$ cat src/rtl/txw_pkg.sv
package txw_pkg;
  typedef enum logic [1:0] {
    TXM_RUN  = 2'b00,
    TXM_ONES = 2'b01,
    TXM_OFF  = 2'b10
  } txm_e;
endpackage

$ cat src/rtl/txw_sync.sv
module txw_sync #(
  parameter int W = 2
) (
  input  logic         clk,
  input  logic         rst,
  input  logic [W-1:0] d_i,
  output logic [W-1:0] q_o
);
  logic [W-1:0] stage1, stage2;

  always_ff @(posedge clk) begin
    if (rst) begin
      stage1 <= '0;
      stage2 <= '0;
    end else begin
      stage1 <= d_i;
      stage2 <= stage1;
    end
  end

  assign q_o = stage2;
endmodule

$ cat src/rtl/txw_presence.sv
module txw_presence #(
  parameter int LIMIT = 32
) (
  input  logic clk,
  input  logic rst,
  input  logic edge_i,
  output logic present_o
);
  localparam int CW = $clog2(LIMIT + 1);

  logic [CW-1:0] idle_q;
  logic          present_q;

  always_ff @(posedge clk) begin
    if (rst) begin
      idle_q    <= '0;
      present_q <= 1'b0;
    end else if (edge_i) begin
      idle_q    <= '0;
      present_q <= 1'b1;
    end else begin
      if (idle_q != CW'(LIMIT)) idle_q <= idle_q + 1'b1;
      if (idle_q == CW'(LIMIT - 1)) present_q <= 1'b0;
    end
  end

  assign present_o = present_q;

  // an edge always makes the clock present on the next cycle
  a_r5_edge_present: assert property (@(posedge clk) disable iff (rst)
    edge_i |=> present_q);
  // presence is only lost in a cycle without an edge
  a_r5_loss_idle: assert property (@(posedge clk) disable iff (rst)
    $fell(present_q) |-> !$past(edge_i));
endmodule

$ cat src/rtl/txw_chan.sv
module txw_chan
  import txw_pkg::*;
#(
  parameter int HI_LIMIT = 16,
  parameter int LO_LIMIT = 64
) (
  input  logic clk,
  input  logic rst,
  input  logic lvl_i,
  input  logic tog_i,
  input  logic tick_i,
  input  logic ref_ok_i,
  output txm_e mode_o,
  output logic drv_en_o,
  output logic ones_stb_o
);
  localparam int CW = $clog2(LO_LIMIT + 1);

  txm_e          mode_q, mode_d;
  logic [CW-1:0] cnt_q, cnt_d;
  logic          drv_q, stb_q;

  always_comb begin
    mode_d = mode_q;
    cnt_d  = cnt_q;
    if (!ref_ok_i) begin
      mode_d = TXM_OFF;
      cnt_d  = '0;
    end else if (tog_i) begin
      mode_d = TXM_RUN;
      cnt_d  = '0;
    end else if (tick_i) begin
      if (cnt_q != CW'(LO_LIMIT)) cnt_d = cnt_q + 1'b1;
      if (lvl_i && cnt_d > CW'(HI_LIMIT)) mode_d = TXM_ONES;
      if (!lvl_i && cnt_d >= CW'(LO_LIMIT)) mode_d = TXM_OFF;
    end
  end

  always_ff @(posedge clk) begin
    if (rst) begin
      mode_q <= TXM_OFF;
      cnt_q  <= '0;
      drv_q  <= 1'b0;
      stb_q  <= 1'b0;
    end else begin
      mode_q <= mode_d;
      cnt_q  <= cnt_d;
      drv_q  <= (mode_d != TXM_OFF);
      stb_q  <= (mode_d == TXM_ONES) && tick_i && ref_ok_i;
    end
  end

  assign mode_o     = mode_q;
  assign drv_en_o   = drv_q;
  assign ones_stb_o = stb_q;

  // any synchronized edge with a live reference restores normal mode
  a_r6_edge_run: assert property (@(posedge clk) disable iff (rst)
    (ref_ok_i && tog_i) |=> mode_q == TXM_RUN);
  // no reference at all forces power-down
  a_r7_noref_off: assert property (@(posedge clk) disable iff (rst)
    !ref_ok_i |=> mode_q == TXM_OFF);
  // all-ones is entered only from a high clock level
  a_r3_ones_high: assert property (@(posedge clk) disable iff (rst)
    (mode_q == TXM_ONES && $past(mode_q) != TXM_ONES) |-> $past(lvl_i));
  // strobes only in all-ones mode
  a_r8_stb_ones: assert property (@(posedge clk) disable iff (rst)
    ones_stb_o |-> mode_q == TXM_ONES);
  // the driver is off whenever the channel is powered down
  a_r4_off_drv: assert property (@(posedge clk) disable iff (rst)
    mode_q == TXM_OFF |-> !drv_en_o);
endmodule

$ cat src/rtl/txclk_watch.sv
module txclk_watch
  import txw_pkg::*;
#(
  parameter int NCH        = 4,
  parameter int HI_LIMIT   = 16,
  parameter int LO_LIMIT   = 64,
  parameter int ABSENT_CYC = 32,
  parameter int REF_IDX    = 0
) (
  input  logic             clk,
  input  logic             rst,
  input  logic             mclk_i,
  input  logic [NCH-1:0]   tclk_i,
  output logic [2*NCH-1:0] mode_o,
  output logic [NCH-1:0]   drv_en_o,
  output logic [NCH-1:0]   ones_stb_o
);
  localparam int SW = NCH + 1;

  logic [SW-1:0] s_lvl, s_prev, s_tog;
  logic          m_rise, b_rise, m_pres, b_pres, ref_ok, tick;

  txw_sync #(.W(SW)) u_sync (
    .clk (clk),
    .rst (rst),
    .d_i ({mclk_i, tclk_i}),
    .q_o (s_lvl)
  );

  always_ff @(posedge clk) begin
    if (rst) s_prev <= '0;
    else     s_prev <= s_lvl;
  end

  assign s_tog  = s_lvl ^ s_prev;
  assign m_rise = s_lvl[NCH] & ~s_prev[NCH];
  assign b_rise = s_lvl[REF_IDX] & ~s_prev[REF_IDX];

  txw_presence #(.LIMIT(ABSENT_CYC)) u_mpres (
    .clk       (clk),
    .rst       (rst),
    .edge_i    (s_tog[NCH]),
    .present_o (m_pres)
  );

  txw_presence #(.LIMIT(ABSENT_CYC)) u_bpres (
    .clk       (clk),
    .rst       (rst),
    .edge_i    (s_tog[REF_IDX]),
    .present_o (b_pres)
  );

  assign ref_ok = m_pres | b_pres;
  assign tick   = m_pres ? m_rise : b_rise;

  for (genvar i = 0; i < NCH; i++) begin : g_ch
    txm_e mode_w;
    txw_chan #(.HI_LIMIT(HI_LIMIT), .LO_LIMIT(LO_LIMIT)) u_chan (
      .clk        (clk),
      .rst        (rst),
      .lvl_i      (s_lvl[i]),
      .tog_i      (s_tog[i]),
      .tick_i     (tick),
      .ref_ok_i   (ref_ok),
      .mode_o     (mode_w),
      .drv_en_o   (drv_en_o[i]),
      .ones_stb_o (ones_stb_o[i])
    );
    assign mode_o[2*i +: 2] = mode_w;
  end
endmodule

$ cat config.mk
export PLATFORM = sky130hd
export DESIGN_NAME = txclk_watch
export DESIGN_NICKNAME = d
export VERILOG_FILES = /design/src/rtl/txw_pkg.sv /design/src/rtl/txw_sync.sv /design/src/rtl/txw_presence.sv /design/src/rtl/txw_chan.sv /design/src/rtl/txclk_watch.sv
export SDC_FILE = /design/constraint.sdc
export NUM_CORES = 1
export LEC_CHECK = 0
export BUFFER_PORTS_ARGS = -buffer_cell sky130_fd_sc_hd__buf_2
export CORE_ASPECT_RATIO = 0.5
export CORE_MARGIN = 10
export CORE_UTILIZATION = 40
export DETAILED_ROUTE_END_ITERATION = 6
export PLACE_DENSITY = 0.57
export SYNTH_ARGS = -nofsm -noshare
export SYNTH_HDL_FRONTEND = slang
export SYNTH_SLANG_ARGS = --single-unit
$ cat constraint.sdc
create_clock -name clk -period 5.3 [get_ports clk]
set_clock_uncertainty 0.2 [all_clocks]
set_input_delay 0 -clock clk [delete_from_list [all_inputs] [get_ports clk]]
set_output_delay 0 -clock clk [all_outputs]
set_load 0.02 [all_outputs]
==> summary.md, run 1 <==
| Metric | Value |
|---|---|
| Synthesized-area fraction occupied by ao, oa, aoi and oai cells | `0.114` |
| Leading register cell type out of synthesis | `sky130_fd_sc_hd__dfxtp_1` |
| Maximum buffer depth of the clock tree | `2` |
| Design Area, Final | `~4200 µm²` |
| Placed wire-length estimate | `4750 µm` |
| Number of synthesized register bits | `73` |
| Max-cap check violation count | `0` |
| Result of the run | `complete, no violations` |
| Synthesized area per cell | `8.49 µm²` |
| Average via count per standard cell | `5.01` |
| IO Pins | `23` |
| Peak supply drop | `roughly 0.00018 V` |
| Wire length of the first global-routing pass | `~12000 µm` |
| Largest net degree at the start of global routing | `25` |
| Crit end category | `flop` |
| Filler Cells Inserted | `856` |
| Largest stage delay, worst path | `420 ps` |
| Cell depth of the worst flop-to-flop path | `7` |
| Synthesized-area fraction occupied by adder cells | `0.0483` |
| Combinational family with the most area after synthesis | `simple AND/OR/NAND/NOR gates` |
| Number of antenna violations at the first check in global routing | `0` |
| Number of flops mapped to enable cells by yosys | `0` |
| Worst setup path category | `reg2reg` |
| Residual DRC | `0` |
| Kind of start point of the critical path | `flop` |
| Register area share after synthesis | `0.403` |
| CTS tree | `done` |
| Number of H-tree levels | `3` |
| Switch share | `0.202` |
| Min-Delay Startpoint | `u_sync.stage1[0]` |
| Endpoint, Worst Hold | `u_sync.q_o[0]` |
| Final standard cell utilization of the core | `0.484` |
| Total CTS buffers | `9` |
| Number of detailed-routing iterations run before antenna repair | `4` |
| Slew HR | `0.539` |
| Layout net count | `approximately 470` |
| Worst-path fanout max | `6` |
| GRT Overall Usage | `0.109` |
| Share of layout cells above drive strength 1 | `0.115` |
| Post-route worst hold slack | `approximately 240 ps` |
| Synthesized netlist cell count | `427` |
| Count of endpoints failing hold in the final timing report | `0` |
| Cells traversed along the worst timing path | `ha_1, nand3_2, or3_1, a211oi_1, o21ai_0, a32oi_1, nand2_1` |
| Post-CTS setup buffer count | `0` |
| Number of rows created at floorplan | `24` |
| Placer Congestion | `~0.79` |
| Cell leakage power | `1.54 nW` |
| Aggregate negative setup slack | `0 ps` |
| Syn Nets | `about 450` |
| Sequential Power Share | `0.406` |
| Synth warn | `0` |
| Area added between synthesis and finish | `16.9%` |
| DRC marker count from the first detailed-route iteration | `~190` |
| Setup repair after global routing missed its margin | `no` |
| Fmax | `between 400 and 500 MHz` |
| Total Routed Length | `approximately 7000 µm` |
| Crit Reg-Reg Endpoint | `g_ch[0].u_chan.drv_en_o` |
| DIE HEIGHT | `approximately 87 µm` |
| Clock slew seen by the registers of the worst setup and hold paths | `around 60 ps` |
| Critical path data required time | `around 5300 ps` |
| Die area | `roughly 14000 µm²` |
| Power per cell area | `~330 nW/µm²` |
| DR WL/cell | `between 10 and 15 µm` |
| Slew Limit Fails | `0` |
| Horiz. Die Dim | `approximately 150 µm` |
| Clk sink count | `73` |
| Register-to-register setup slack | `around 3000 ps` |
| Worst hold path stage count | `1` |
| Transition at the pin with the smallest max-transition slack | `689 ps` |
| DR vias | `between 2000 and 3000` |
| Fraction of registers with async set or reset after synthesis | `0` |
| Clock power share | `0.545` |
| # setup viols final | `0` |
| Combinational share of power | `0.050` |
| Sum of overflow across all layers after global routing | `0` |
| Initial Utilization | `0.414` |
| Share of the cycle needed by the critical path after routing | `0.435` |
| Slowest cell on the critical path | `sky130_fd_sc_hd__dfxtp_1` |
| Number of input and output port buffers inserted | `22` |
| Crit Reg-Reg Startpoint | `g_ch[0].u_chan.cnt_q[1]` |
| Net load switching power | `around 0.00028 W` |
| Number of diodes added for antenna fixing | `0` |
| Count of cell types in the netlist | `between 40 and 50` |
| Post-synthesis share of cell area spent on xor and xnor gates | `0.0942` |
| Clock root buffer | `sky130_fd_sc_hd__clkbuf_16` |
| Share of cell area taken by muxes after synthesis | `0.0235` |
| Design internal power | `0.00112 W` |
| Floorplan core area | `just under 9000 µm²` |
| Antenna-violating nets left | `0` |
| Simple logic cell fraction of the synthesized area | `0.259` |
| Clock latency on the worst-skew pair | `between 300 and 400 ps` |
| Critical Path AT | `around 2300 ps` |
| Final critical delay including setup and external delays | `approximately 2300 ps` |
| Number of global-route vias before repair | `approximately 2600` |
| Worst min-delay path category | `reg2reg` |
| Mapped Area | `3630 µm²` |
| Placed standard-cell area | `3750 µm²` |
worst max-delay path by stage:
stage,startpoint,to,depth (start not counted)
6_report,g_ch[0].u_chan.cnt_q[1],g_ch[0].u_chan.drv_en_o,7
5_1_grt,g_ch[0].u_chan.cnt_q[1],g_ch[0].u_chan.drv_en_o,7
3_5_place_dp,g_ch[0].u_chan.cnt_q[1],g_ch[0].u_chan.drv_en_o,7
3_3_place_gp,g_ch[3].u_chan.cnt_q[1],g_ch[3].u_chan.mode_o[1],7
4_1_cts,g_ch[0].u_chan.cnt_q[1],g_ch[0].u_chan.drv_en_o,7
2_1_floorplan,g_ch[3].u_chan.cnt_q[1],g_ch[3].u_chan.mode_o[1],8
Yosys cell counts (2+ instances only):
cell | count | area share
sky130_fd_sc_hd__a21boi_0 | 3 | 0.0062
sky130_fd_sc_hd__a21oi_1 | 22 | 0.030
sky130_fd_sc_hd__a31oi_1 | 4 | 0.0069
sky130_fd_sc_hd__and3_1 | 5 | 0.0086
sky130_fd_sc_hd__and3b_1 | 2 | 0.0048
sky130_fd_sc_hd__buf_2 | 10 | 0.014
sky130_fd_sc_hd__buf_4 | 8 | 0.017
sky130_fd_sc_hd__clkbuf_1 | 7 | 0.0072
sky130_fd_sc_hd__dfxtp_1 | 73 | 0.40
sky130_fd_sc_hd__ha_1 | 14 | 0.048
sky130_fd_sc_hd__inv_1 | 18 | 0.019
sky130_fd_sc_hd__mux2_2 | 4 | 0.012
sky130_fd_sc_hd__mux2i_1 | 4 | 0.011
sky130_fd_sc_hd__nand2_1 | 30 | 0.031
sky130_fd_sc_hd__nand2b_1 | 8 | 0.014
sky130_fd_sc_hd__nand3_1 | 13 | 0.018
sky130_fd_sc_hd__nand4_1 | 9 | 0.016
sky130_fd_sc_hd__nor2_1 | 57 | 0.059
sky130_fd_sc_hd__nor2b_1 | 15 | 0.026
sky130_fd_sc_hd__nor3_1 | 11 | 0.015
sky130_fd_sc_hd__nor3b_2 | 2 | 0.0069
sky130_fd_sc_hd__nor4_1 | 6 | 0.010
sky130_fd_sc_hd__nor4b_1 | 5 | 0.012
sky130_fd_sc_hd__o2111ai_1 | 2 | 0.0048
sky130_fd_sc_hd__o211ai_1 | 4 | 0.0083
sky130_fd_sc_hd__o21ai_0 | 15 | 0.021
sky130_fd_sc_hd__o21ai_1 | 4 | 0.0055
sky130_fd_sc_hd__o21bai_1 | 2 | 0.0041
sky130_fd_sc_hd__o311ai_0 | 2 | 0.0048
sky130_fd_sc_hd__o41ai_1 | 3 | 0.0072
sky130_fd_sc_hd__or2_2 | 4 | 0.0069
sky130_fd_sc_hd__or3_1 | 7 | 0.012
sky130_fd_sc_hd__or4b_1 | 2 | 0.0055
sky130_fd_sc_hd__xnor2_1 | 18 | 0.043
sky130_fd_sc_hd__xor2_1 | 21 | 0.051
sequential cells by signal, indices dropped and copies added (netlist names):
signal / flops
u_mpres.idle_q: 6
g_ch.u_chan.ones_stb_o: 4
u_sync.stage1: 5
u_bpres.present_o: 1
g_ch.u_chan.drv_en_o: 4
u_mpres.present_o: 1
u_bpres.idle_q: 6
g_ch.u_chan.cnt_q: 28
u_sync.q_o: 5
s_prev: 5
g_ch.u_chan.mode_o: 8
power groups by stage:
stage                     clock network [W]  logic [W]  registers (W)
after floorplan                           0  0.0000499       0.000580
after global placement                    0  0.0000642       0.000583
after detailed placement                  0  0.0000646       0.000583
after CTS                          0.000781  0.0000709       0.000571
after global routing               0.000809  0.0000789       0.000572
final                              0.000766  0.0000698       0.000571
stage by stage:
step | setup WS (ps) | instances | power [W]
after floorplan | 3080 | 427 | 0.000630
after global placement | 3070 | 541 | 0.000647
after detailed placement | 3030 | 541 | 0.000647
after CTS | 3000 | 568 | 0.00142
after global routing | 2750 | 568 | 0.00146
final | 2990 | 568 | 0.00141
per-layer routing:
layer  up-vias  GRT usage  routed length [µm]
met3        11     0.0404                 218
met2        27      0.174                3150
li1       1501          -                   -
met1      1305      0.129                3490
met5         -          0                   0
met4         0     0.0460                 116
area by class of cell:
| cell class | instances | area, µm² | share of cell area |
|---|---|---|---|
| sequential | 73 | 1460 | 0.345 |
| timing repair buffer | 34 | 228 | 0.0537 |
| inverter | 18 | 67.6 | 0.0159 |
| multi-input combinational | 310 | 1960 | 0.462 |
| clock inverter | 5 | 125 | 0.0295 |
| tap | 117 | 146 | 0.0345 |
| clock buffer | 11 | 253 | 0.0596 |
worst max-delay path, delay by kind of cell, from the launching register on:
kind	cells	cell delay [ps]
AND/OR/NAND/NOR	3	640
adder cells (fa/ha/maj)	1	310
flip-flops	1	420
AO/OA/AOI/OAI	3	630
cell families (layout without fill, tap and decap cells):
kind of cell,count (synthesis),in the layout
compound gates,67,67
xor+xnor,39,39
fa+ha+maj,14,14
buf+inv,44,68
flops,73,73
mux,8,8
simple gates,182,182
cells in the final DEF, fill, tap and decap left out, types with 8 or more instances in the layout:
master and instances:
sky130_fd_sc_hd__nand2b_1 8, sky130_fd_sc_hd__dfxtp_1 73, sky130_fd_sc_hd__nor2b_1 15, sky130_fd_sc_hd__dlygate4sd3_1 11, sky130_fd_sc_hd__nand3_1 13, sky130_fd_sc_hd__a21oi_1 22, sky130_fd_sc_hd__xnor2_1 18, sky130_fd_sc_hd__nor3_1 11
sky130_fd_sc_hd__inv_1 18, sky130_fd_sc_hd__xor2_1 21, sky130_fd_sc_hd__buf_2 22, sky130_fd_sc_hd__clkbuf_16 9, sky130_fd_sc_hd__nand4_1 9, sky130_fd_sc_hd__nand2_1 30, sky130_fd_sc_hd__o21ai_0 15, sky130_fd_sc_hd__ha_1 14
sky130_fd_sc_hd__nor2_1 57
what timing repair did:
item                                   CTS  global route
hold buffers                            11             0
endpoints found under the hold margin   17             0
resized for setup                        0             0
Power figures use the tool's default switching activity.
==> run 2, diff against run 1 <==
--- a/config.mk
+++ b/config.mk
@@ -10,7 +10,7 @@
 export CORE_MARGIN = 10
 export CORE_UTILIZATION = 40
 export DETAILED_ROUTE_END_ITERATION = 6
-export PLACE_DENSITY = 0.57
+export PLACE_DENSITY = 0.6
 export SYNTH_ARGS = -nofsm -noshare
 export SYNTH_HDL_FRONTEND = slang
 export SYNTH_SLANG_ARGS = --single-unit
==> constraint.sdc (replaced) <==
create_clock -name clk -period 2 [get_ports clk]
set_clock_uncertainty 0.2 [all_clocks]
set_input_delay 0 -clock clk [delete_from_list [all_inputs] [get_ports clk]]
set_output_delay 0 -clock clk [all_outputs]
set_load 0.02 [all_outputs]
==> run 2 against run 1 <==
Cell count increased by 7.7%. Hold slack got worse by 4.8 ps. Clock power increased by 110%. Fmax increased by 16%. Combinational power increased to 3.3 times the previous value. First-iteration DRC count decreased by 11%. Register-to-register slack got worse by 3000 ps. Via count increased by 8.0%. Worst setup slack got worse by 3000 ps. Critical path type unchanged. Critical endpoint is now g_ch[2].u_chan.ones_stb_o. Highest routed layer unchanged.
==> summary.md, run 2 (same netlist as run 1, synthesis figures left out) <==
| Metric | Value |
|---|---|
| Crit Reg-Reg Endpoint | `g_ch[2].u_chan.ones_stb_o` |
| Final standard cell utilization of the core | `0.543` |
| # setup viols final | `0` |
| Clock power share | `0.480` |
| Switch share | `0.226` |
| GRT Overall Usage | `0.122` |
| Share of the cycle needed by the critical path after routing | `0.991` |
| Most frequent cells in the layout | `65 x sky130_fd_sc_hd__dfxtp_1, 55 x sky130_fd_sc_hd__nor2_1, 45 x sky130_fd_sc_hd__buf_4` |
| Total Routed Length | `8150 µm` |
| Setup repair after global routing missed its margin | `yes` |
| Placed wire-length estimate | `between 5000 and 6000 µm` |
| Final critical delay including setup and external delays | `1980 ps` |
| Aggregate negative setup slack | `0 ps` |
| Transition at the pin with the smallest max-transition slack | `around 600 ps` |
| Worst hold path stage count | `1` |
| Number of antenna violations at the first check in global routing | `0` |
| Largest net degree at the start of global routing | `17` |
| Slew HR | `0.600` |
| Filler Cells Inserted | `between 700 and 800` |
| Share of layout cells above drive strength 1 | `0.279` |
| Net load switching power | `0.000753 W` |
| Clk sink count | `73` |
| Worst min-delay path category | `reg2reg` |
| Number of global-route vias before repair | `2953` |
| Slew Limit Fails | `0` |
| Result of the run | `complete, no violations` |
| Placed standard-cell area | `between 4000 and 5000 µm²` |
| CTS tree | `done` |
| DR WL/cell | `around 13 µm` |
| Number of rows created at floorplan | `24` |
| Total design power | `0.00333 W` |
| DR vias | `a little over 3000` |
| Design Area, Final | `~4800 µm²` |
| Crit end category | `flop` |
| Multi-input combinational cell area | `approximately 2200 µm²` |
| Floorplan core area | `approximately 9000 µm²` |
| Max-cap check violation count | `0` |
| Most frequent standard cell in the layout excluding fill and tap cells | `sky130_fd_sc_hd__dfxtp_1` |
| Min-Delay Startpoint | `u_sync.stage1[4]` |
| Total CTS buffers | `9` |
| Count of endpoints failing hold in the final timing report | `0` |
| Endpoint, Worst Hold | `u_sync.q_o[4]` |
| Crit Reg-Reg Startpoint | `g_ch[2].u_chan.cnt_q[4]` |
| Number of H-tree levels | `3` |
| Placer Congestion | `~0.8` |
| Cell leakage power | `around 1.8 nW` |
| Combinational share of power | `0.068` |
| Top register by number of flip-flops | `g_ch.u_chan.cnt_q` |
| Sequential Power Share | `0.452` |
| Number of diodes added for antenna fixing | `0` |
| Antenna-violating nets left | `0` |
| DIE HEIGHT | `87.3 µm` |
| Clock latency on the worst-skew pair | `around 340 ps` |
| Number of detailed-routing iterations run before antenna repair | `4` |
| Residual DRC | `0` |
| Wire length of the first global-routing pass | `~14000 µm` |
| Kind of start point of the critical path | `flop` |
| Die area | `around 14000 µm²` |
| Critical path data required time | `2070 ps` |
| Area added between synthesis and finish | `31.3%` |
| Sum of overflow across all layers after global routing | `0` |
| Maximum buffer depth of the clock tree | `2` |
| Clock root buffer | `sky130_fd_sc_hd__clkbuf_16` |
| Combined flip-flop and latch cell area | `between 1000 and 1500 µm²` |
| Layout net count | `slightly above 500` |
| Initial Utilization | `0.414` |
| Post-route worst hold slack | `between 200 and 250 ps` |
| Cell depth of the worst flop-to-flop path | `7` |
| IO Pins | `23` |
| Horiz. Die Dim | `155 µm` |
| Critical Path AT | `2050 ps` |
| Largest register FFs | `28` |
| Average via count per standard cell | `5.02` |
| Worst-path fanout max | `2` |
| Number of input and output port buffers inserted | `22` |
| Clock slew seen by the registers of the worst setup and hold paths | `approximately 60 ps` |
| Design internal power | `around 0.0026 W` |
| Peak supply drop | `between 0.0004 and 0.0005 V` |
| Worst setup path category | `reg2reg` |
| DRC marker count from the first detailed-route iteration | `169` |
| Power per cell area | `around 700 nW/µm²` |
| Register-to-register setup slack | `roughly 18 ps` |
| Fmax | `504 MHz` |
[run 2: power by group through the flow]
| stage | sequential, W | clock, W | combinational (W) |
|---|---|---|---|
| after floorplan | 0.00153 | 0 | 0.000133 |
| after global placement | 0.00154 | 0 | 0.000195 |
| after detailed placement | 0.00154 | 0 | 0.000198 |
| after CTS | 0.00151 | 0.00165 | 0.000216 |
| after global routing | 0.00151 | 0.00171 | 0.000255 |
| final | 0.00151 | 0.00160 | 0.000227 |
[run 2: stage by stage]
| stage | setup WS (ps) | instances |
|---|---|---|
| floorplan | -10.0 | 427 |
| CTS | 3.45 | 610 |
| global route | -66.6 | 612 |
| detailed placement | -111 | 582 |
| finish | 17.6 | 612 |
| global placement | -53.1 | 582 |
[run 2: layout make-up]
class                      count  share of cell area
clock buffer                  11              0.0510
clock inverter                 5              0.0116
inverter                      18              0.0152
multi-input combinational    310               0.463
sequential                    73               0.311
tap                          117              0.0307
timing repair buffer          78               0.117
[run 2: worst max-delay path by stage]
stage	to	slack, ps	start	cells past startpoint
after global routing	g_ch[0].u_chan.drv_en_o	-70	g_ch[0].u_chan.cnt_q[0]	7
after detailed placement	g_ch[0].u_chan.drv_en_o	-110	g_ch[0].u_chan.cnt_q[0]	7
after CTS	g_ch[0].u_chan.drv_en_o	3	g_ch[0].u_chan.cnt_q[0]	8
final	g_ch[2].u_chan.ones_stb_o	20	g_ch[2].u_chan.cnt_q[4]	7
after global placement	g_ch[0].u_chan.drv_en_o	-50	g_ch[0].u_chan.cnt_q[0]	7
after floorplan	g_ch[3].u_chan.mode_o[1]	-10	g_ch[3].u_chan.cnt_q[1]	8
[run 2: critical path, cell delays in order, from the launching register on]
cell and delay [ps]:
sky130_fd_sc_hd__dfxtp_2 320, sky130_fd_sc_hd__or4b_4 540, sky130_fd_sc_hd__nor3b_4 260, sky130_fd_sc_hd__o41ai_4 120
sky130_fd_sc_hd__o22ai_2 200, sky130_fd_sc_hd__buf_4 140, sky130_fd_sc_hd__nand2_4 50, sky130_fd_sc_hd__a21oi_2 100
[run 2: routing by layer]
| metal | share of wire | vias to the layer above | GRT usage |
|---|---|---|---|
| met3 | 0.036 | 10 | 0.0399 |
| li1 | - | 1591 | - |
| met4 | 0.014 | 0 | 0.0520 |
| met2 | 0.48 | 41 | 0.205 |
| met5 | 0 | - | 0 |
| met1 | 0.47 | 1430 | 0.142 |
[run 2: repair_timing]
item | 4_1_cts | 5_1_grt
setup endpoints to repair | 12 | 20
pin swaps | 10 | 13
buffers inserted | 3 | 3
gates resized for setup | 18 | 41
hold buffers | 10 | 0
endpoints found under the hold margin | 20 | 0
